File: config.mk
export PLATFORM = sky130hd
export DESIGN_NAME = irq_mask_ctrl
export DESIGN_NICKNAME = d
export VERILOG_FILES = /design/src/rtl/irqm_pkg.sv /design/src/rtl/irqm_ie_fsm.sv /design/src/rtl/irqm_halt_fsm.sv /design/src/rtl/irqm_prio.sv /design/src/rtl/irq_mask_ctrl.sv
export SDC_FILE = /design/constraint.sdc
export NUM_CORES = 1
export LEC_CHECK = 0
export BUFFER_PORTS_ARGS = -buffer_cell sky130_fd_sc_hd__buf_4
export CAP_MARGIN = 20
export CELL_PAD_IN_SITES_DETAIL_PLACEMENT = 1
export CELL_PAD_IN_SITES_GLOBAL_PLACEMENT = 1
export CORE_MARGIN = 2
export CORE_UTILIZATION = 36
export CTS_BUF_LIST = sky130_fd_sc_hd__clkbuf_4
export CTS_CLUSTER_SIZE = 12
export DETAILED_ROUTE_END_ITERATION = 7
export HOLD_SLACK_MARGIN = 0.05
export PLACE_DENSITY = 0.91
export RECOVER_POWER = 25
export SKIP_LAST_GASP = 1
export SLEW_MARGIN = 10
export SYNTH_ARGS = -nofsm -noshare
export SYNTH_HDL_FRONTEND = slang
export SYNTH_SLANG_ARGS = --single-unit
File: constraint.sdc
create_clock -name clk -period 4.4 [get_ports clk]
set_clock_uncertainty 0.05 [all_clocks]
set_input_delay 0.44 -clock clk [delete_from_list [all_inputs] [get_ports clk]]
set_output_delay 0.44 -clock clk [all_outputs]
set_load 0.02 [all_outputs]
File: src/rtl/irqm_pkg.sv
package irqm_pkg;
    typedef enum logic [2:0] {
        OP_NONE = 3'd0,
        OP_EI   = 3'd1,
        OP_DI   = 3'd2,
        OP_SETM = 3'd3,
        OP_READ = 3'd4,
        OP_HALT = 3'd5
    } op_e;

    typedef enum logic [1:0] {
        IE_OFF   = 2'd0,
        IE_ARMED = 2'd1,
        IE_ON    = 2'd2
    } ie_state_e;

    typedef enum logic {
        RUN_ACTIVE = 1'b0,
        RUN_HALTED = 1'b1
    } run_state_e;

    localparam int NUM_LINES = 3;
endpackage

File: src/rtl/irqm_ie_fsm.sv
module irqm_ie_fsm
    import irqm_pkg::*;
(
    input  logic clk,
    input  logic rst_n,
    input  logic retire,
    input  logic is_ei,
    input  logic is_di,
    input  logic accept,
    output logic ie_on
);
    ie_state_e state, state_nx;

    always_ff @(posedge clk or negedge rst_n) begin
        if (!rst_n) state <= IE_OFF;
        else        state <= state_nx;
    end

    always_comb begin
        state_nx = state;
        unique case (state)
            IE_OFF:   if (retire && is_ei && !accept) state_nx = IE_ARMED;
            IE_ARMED: if (accept || (retire && is_di)) state_nx = IE_OFF;
                      else if (retire)                 state_nx = IE_ON;
            IE_ON:    if (accept || (retire && is_di)) state_nx = IE_OFF;
            default:  state_nx = IE_OFF;
        endcase
    end

    always_comb ie_on = (state == IE_ON);


    accept_drops_ie_chk: assert property (@(posedge clk) disable iff (!rst_n)
        accept |=> (state != IE_ON));

    ei_delay_chk: assert property (@(posedge clk) disable iff (!rst_n)
        (state == IE_OFF) |=> (state != IE_ON));
endmodule

File: src/rtl/irqm_halt_fsm.sv
module irqm_halt_fsm
    import irqm_pkg::*;
(
    input  logic clk,
    input  logic rst_n,
    input  logic retire,
    input  logic is_halt,
    input  logic accept,
    output logic halted
);
    run_state_e state, state_nx;

    always_ff @(posedge clk or negedge rst_n) begin
        if (!rst_n) state <= RUN_ACTIVE;
        else        state <= state_nx;
    end

    always_comb begin
        state_nx = state;
        unique case (state)
            RUN_ACTIVE: if (retire && is_halt && !accept) state_nx = RUN_HALTED;
            RUN_HALTED: if (accept)                       state_nx = RUN_ACTIVE;
            default:    state_nx = RUN_ACTIVE;
        endcase
    end

    always_comb halted = (state == RUN_HALTED);


    halt_hold_chk: assert property (@(posedge clk) disable iff (!rst_n)
        (state == RUN_HALTED && !accept) |=> (state == RUN_HALTED));
endmodule

File: src/rtl/irqm_prio.sv
module irqm_prio
    import irqm_pkg::*;
#(
    parameter int          ADDR_W = 16,
    parameter logic [15:0] VEC_HI = 16'h003C,
    parameter logic [15:0] VEC_MD = 16'h0034,
    parameter logic [15:0] VEC_LO = 16'h002C
) (
    input  logic                 clk,
    input  logic                 rst_n,
    input  logic [NUM_LINES-1:0] pend,
    input  logic [NUM_LINES-1:0] mask,
    input  logic                 ie_on,
    output logic                 req,
    output logic [NUM_LINES-1:0] grant,
    output logic [ADDR_W-1:0]    vector
);
    logic [NUM_LINES-1:0] act;

    always_comb begin
        act   = ie_on ? (pend & ~mask) : '0;
        grant = '0;
        for (int i = 0; i < NUM_LINES; i++) begin
            if (act[i]) begin
                grant    = '0;
                grant[i] = 1'b1;
            end
        end
        req = |act;
    end

    always_comb begin
        vector = '0;
        unique case (grant)
            3'b100:  vector = ADDR_W'(VEC_HI);
            3'b010:  vector = ADDR_W'(VEC_MD);
            3'b001:  vector = ADDR_W'(VEC_LO);
            default: vector = '0;
        endcase
    end


    top_prio_chk: assert property (@(posedge clk) disable iff (!rst_n)
        (ie_on && pend[2] && !mask[2]) |-> (vector == ADDR_W'(VEC_HI)));
endmodule

File: src/rtl/irq_mask_ctrl.sv
module irq_mask_ctrl
    import irqm_pkg::*;
#(
    parameter int          ADDR_W = 16,
    parameter logic [15:0] VEC_75 = 16'h003C,
    parameter logic [15:0] VEC_65 = 16'h0034,
    parameter logic [15:0] VEC_55 = 16'h002C
) (
    input  logic              clk,
    input  logic              rst_n,
    input  logic              cmd_valid,
    input  logic [2:0]        cmd_op,
    input  logic [7:0]        cmd_acc,
    input  logic              irq75_in,
    input  logic              irq65_in,
    input  logic              irq55_in,
    input  logic              int_ack,
    output logic              int_req,
    output logic [ADDR_W-1:0] int_vector,
    output logic              halted,
    output logic              rd_valid,
    output logic [7:0]        rd_data
);
    localparam int ACC_MSET = 3;
    localparam int ACC_CLR  = 4;

    logic                 retire, accept, ie_on, clr75, rise75;
    logic                 prev75, pend75;
    logic [NUM_LINES-1:0] mask, grant, pend;
    logic                 is_setm, is_read;

    always_comb begin
        retire  = cmd_valid && !halted;
        is_setm = retire && (cmd_op == OP_SETM);
        is_read = retire && (cmd_op == OP_READ);
        accept  = int_ack && int_req;
        rise75  = irq75_in && !prev75;
        clr75   = (is_setm && cmd_acc[ACC_CLR]) || (accept && grant[2]);
        pend    = {pend75, irq65_in, irq55_in};
    end

    irqm_ie_fsm u_ie (
        .clk(clk), .rst_n(rst_n), .retire(retire),
        .is_ei(cmd_op == OP_EI), .is_di(cmd_op == OP_DI),
        .accept(accept), .ie_on(ie_on)
    );

    irqm_halt_fsm u_halt (
        .clk(clk), .rst_n(rst_n), .retire(retire),
        .is_halt(cmd_op == OP_HALT), .accept(accept), .halted(halted)
    );

    irqm_prio #(.ADDR_W(ADDR_W), .VEC_HI(VEC_75), .VEC_MD(VEC_65), .VEC_LO(VEC_55)) u_prio (
        .clk(clk), .rst_n(rst_n), .pend(pend), .mask(mask), .ie_on(ie_on),
        .req(int_req), .grant(grant), .vector(int_vector)
    );

    always_ff @(posedge clk or negedge rst_n) begin
        if (!rst_n) begin
            mask     <= '1;
            prev75   <= 1'b0;
            pend75   <= 1'b0;
            rd_valid <= 1'b0;
            rd_data  <= '0;
        end else begin
            prev75   <= irq75_in;
            pend75   <= rise75 || (pend75 && !clr75);
            rd_valid <= is_read;
            if (is_setm && cmd_acc[ACC_MSET]) mask <= cmd_acc[NUM_LINES-1:0];
            if (is_read) rd_data <= {1'b0, pend, ie_on, mask};
        end
    end


    rd_pulse_chk: assert property (@(posedge clk) disable iff (!rst_n)
        rd_valid |-> $past(cmd_valid && (cmd_op == OP_READ) && !halted));

    latch_hold_chk: assert property (@(posedge clk) disable iff (!rst_n)
        (pend75 && !clr75) |=> pend75);
endmodule

==> results.md <==
* Status: finished, final reports clean
* Initial Util at around two fifths
* Crit share post-route at between 40% and 50%
* Die X at roughly 52 um
* Sequential-to-total area share from yosys stat at between 40 and 50%
* Vias in the first global route at just under 600
* Ys flop type: dfrtp_1
* Fin. max-slew vios at 0
* Core area at about 2200 sq um
* Startpoint Class: flop
* Diodes inserted at 0
* First-pass GRT wire length at 2760 um
* Largest net degree at the start of global routing at 17
* Nets at between 100 and 150
* Critical path endpoint category: primary output
* Insertion delay to the later sink of the worst-skew pair at 0.29 ns
* DR iter-0 viols at 1
* DIE HEIGHT at 52.5 um
* I/O pin count at between 40 and 50
* RSZ-0062 raised after global routing: false
* Slew HR at a little over two fifths
* Routed vias at roughly 620
* Cell accounting for the most synthesized area: dfrtp_1
* Clk pwr share at roughly a fifth
* Worst Path Required at 3.91 ns
* Routability congestion estimate at ~0.77
* Post-layout util at about half
* PD cells at around 450 nW/um^2
* Top-area cell type share of the netlist area at between 30% and 40%
* Pleak at between 0.0005 and 0.0006 uW
* Pre-CTS worst setup slack at 2.43 ns
* Core Rows at 17
* CTS Sinks at 16
* CTS Buf Count at 3
* Count of final setup violators at 0
* Routed len/inst at roughly 14 um
* Worst-Margin Slew at between 0.8 and 0.9 ns
* Area delta synth->final at 26.2%
* Layout cells sized above 1 at 46.1%
* DR vias/cell at about 4.7
* Net load switching power at 162 uW
* # fillers at approximately 280
* Sw Share at between 30 and 40%
* FF+latch count, synth at 16
* Detailed Place HPWL at approximately 1300 um
* Setup Crit Path Kind: flop to primary output
* FF/Latch Area at approximately 400 sq um
* Total wire length at around 1800 um
* Syn_area_per_cell at 11.9 sq um
* Power Total at between 400 and 500 uW
* CTS H-tree depth at 1
* Hold Path Class: input pin to flop
* DRT Pass-1 Iters at 2
* Worst EP arrival at approximately 1.7 ns
* CTS tree: done
* Worst-path fanout max at 4
* Asr flop ratio synth at 100%
* Antenna violations before repair at 0
* Post-cts sizing count at 0
* Post-Syn Instances at 71
* Post-route setup TNS at 0 ns
* Final worst slack at about 2.2 ns
* MaxCap Viol Count at 0
* Worst vdd ir at roughly 0.21 mV
* Port Buffers at 28
* Comb power frac at approximately 36%
* Area of the multi-input gates at 374 sq um
* Grt ovf at 0
* Int Pwr at ~320 uW
* Gr usage total at around 14%
* # DRC at 0
* Post-synth EDFFs at 0
* Die area at approximately 2800 sq um
* Mapped Area at between 800 and 900 sq um
* Synth unique cells at 25
* Peak Freq at 0.461 GHz
* CTS root buf: clkbuf_4
* Final hold violations at 0
* Top post-synthesis cells by area: dfrtp_1 (38%), mux2_2 (13%), buf_4 (12%)
* Longest Clk Path Bufs at 2
* Clock Pin Slew Worst Setup and Hold Paths at 0.10 ns
* DRT antenna net count at 0
* Seq pwr share at 45.7%
* Tmin final at around 2.2 ns
* Synth warn at 0
final timing paths:
kind	from	endpoint	slack, ns	cells after the start
worst max-delay path	mask[2]$_DFFE_PN1P_	int_vector[2]	2.23	4
worst min-delay path	irq75_in	prev75$_DFF_PN0_	0.23	1
worst max register to register	u_halt.halted$_DFF_PN0_	rd_data[1]$_DFFE_PN0P_	2.63	3
worst min register to register	prev75$_DFF_PN0_	pend75$_DFF_PN0_	0.38	1
max in group asynchronous	rst_n	rd_data[0]$_DFFE_PN0P_	3.05	2
min in group asynchronous	rst_n	u_halt.halted$_DFF_PN0_	0.71	2
worst max-delay path, cell delays in order (launching register included):
cell and delay, ns:
dfstp_2 0.56, nor2b_1 0.07, or3_1 0.41, and2_1 0.20
buf_4 0.16
cell usage after synthesis (2+ instances only):
library cell	count
and2_1	2
dfrtp_1	13
and3_1	2
inv_1	2
nor2_1	2
buf_4	14
dfstp_2	3
o21a_1	2
mux2_2	10
nor2b_1	6
through the flow:
stage / instance area, sq um / hold WS [ns] / cells
final: 1070 / 0.229 / 130
after global routing: 1070 / 0.210 / 130
after CTS: 1070 / 0.194 / 130
after detailed placement: 1030 / 0.263 / 125
after global placement: 1030 / 0.254 / 125
after floorplan: 891 / 0.0944 / 83
cell usage in the layout, fill, tap and decap left out, types with 2 or more instances in the layout:
master    Yosys  routed
buf_4        14      26
conb_1        1      13
dfrtp_1      13      13
mux2_2       10      10
nor2b_1       6       6
clkbuf_4      0       5
dfstp_2       3       3
o21a_1        2       2
and2_1        2       2
inv_1         2       2
and3_1        2       2
nor2_1        2       2
layout make-up:
type / instances / area share (%)
inverter: 2 / 0.703
sequential: 16 / 37.9
clock buffer: 4 / 2.81
timing repair buffer: 29 / 20.3
multi-input combinational: 51 / 35.1
tap: 28 / 3.28
flip-flops by register name (all words and copies together) (netlist names):
signal         cells
rd_data            7
mask               3
u_ie.state         2
pend75             1
prev75             1
rd_valid           1
u_halt.halted      1
cells by family (layout without fill, tap and decap cells):
kind of cell,Yosys count,in the layout,share of synthesized area (%)
simple gates,19,19,17.8
flops,16,16,47.8
buf+inv,16,35,13.3
mux,10,10,13.3
compound gates,9,9,7.40
other cells,1,13,0.443
power groups by stage:
stage / logic (uW) / registers, uW / clock network [uW]
floorplan: 80.7 / 247 / 0
global placement: 167 / 219 / 0
detailed placement: 172 / 222 / 0
CTS: 173 / 219 / 92.5
global route: 184 / 226 / 100
finish: 171 / 219 / 88.9
repair_timing:
| item | in CTS | in global routing |
|---|---|---|
| buffers inserted | 0 | 0 |
| hold buffers | 1 | 0 |
| endpoints found under the hold margin | 13 | 0 |
| setup endpoints to repair | 0 | 0 |
metal layers:
metal	vias to the layer above	wire length (um)	track usage [%]
li1	284	-	-
met1	310	700	17.0
met2	20	949	24.0
met3	2	97	2.57
met4	0	25	6.41
met5	-	0	0
Power figures use the tool's default switching activity.
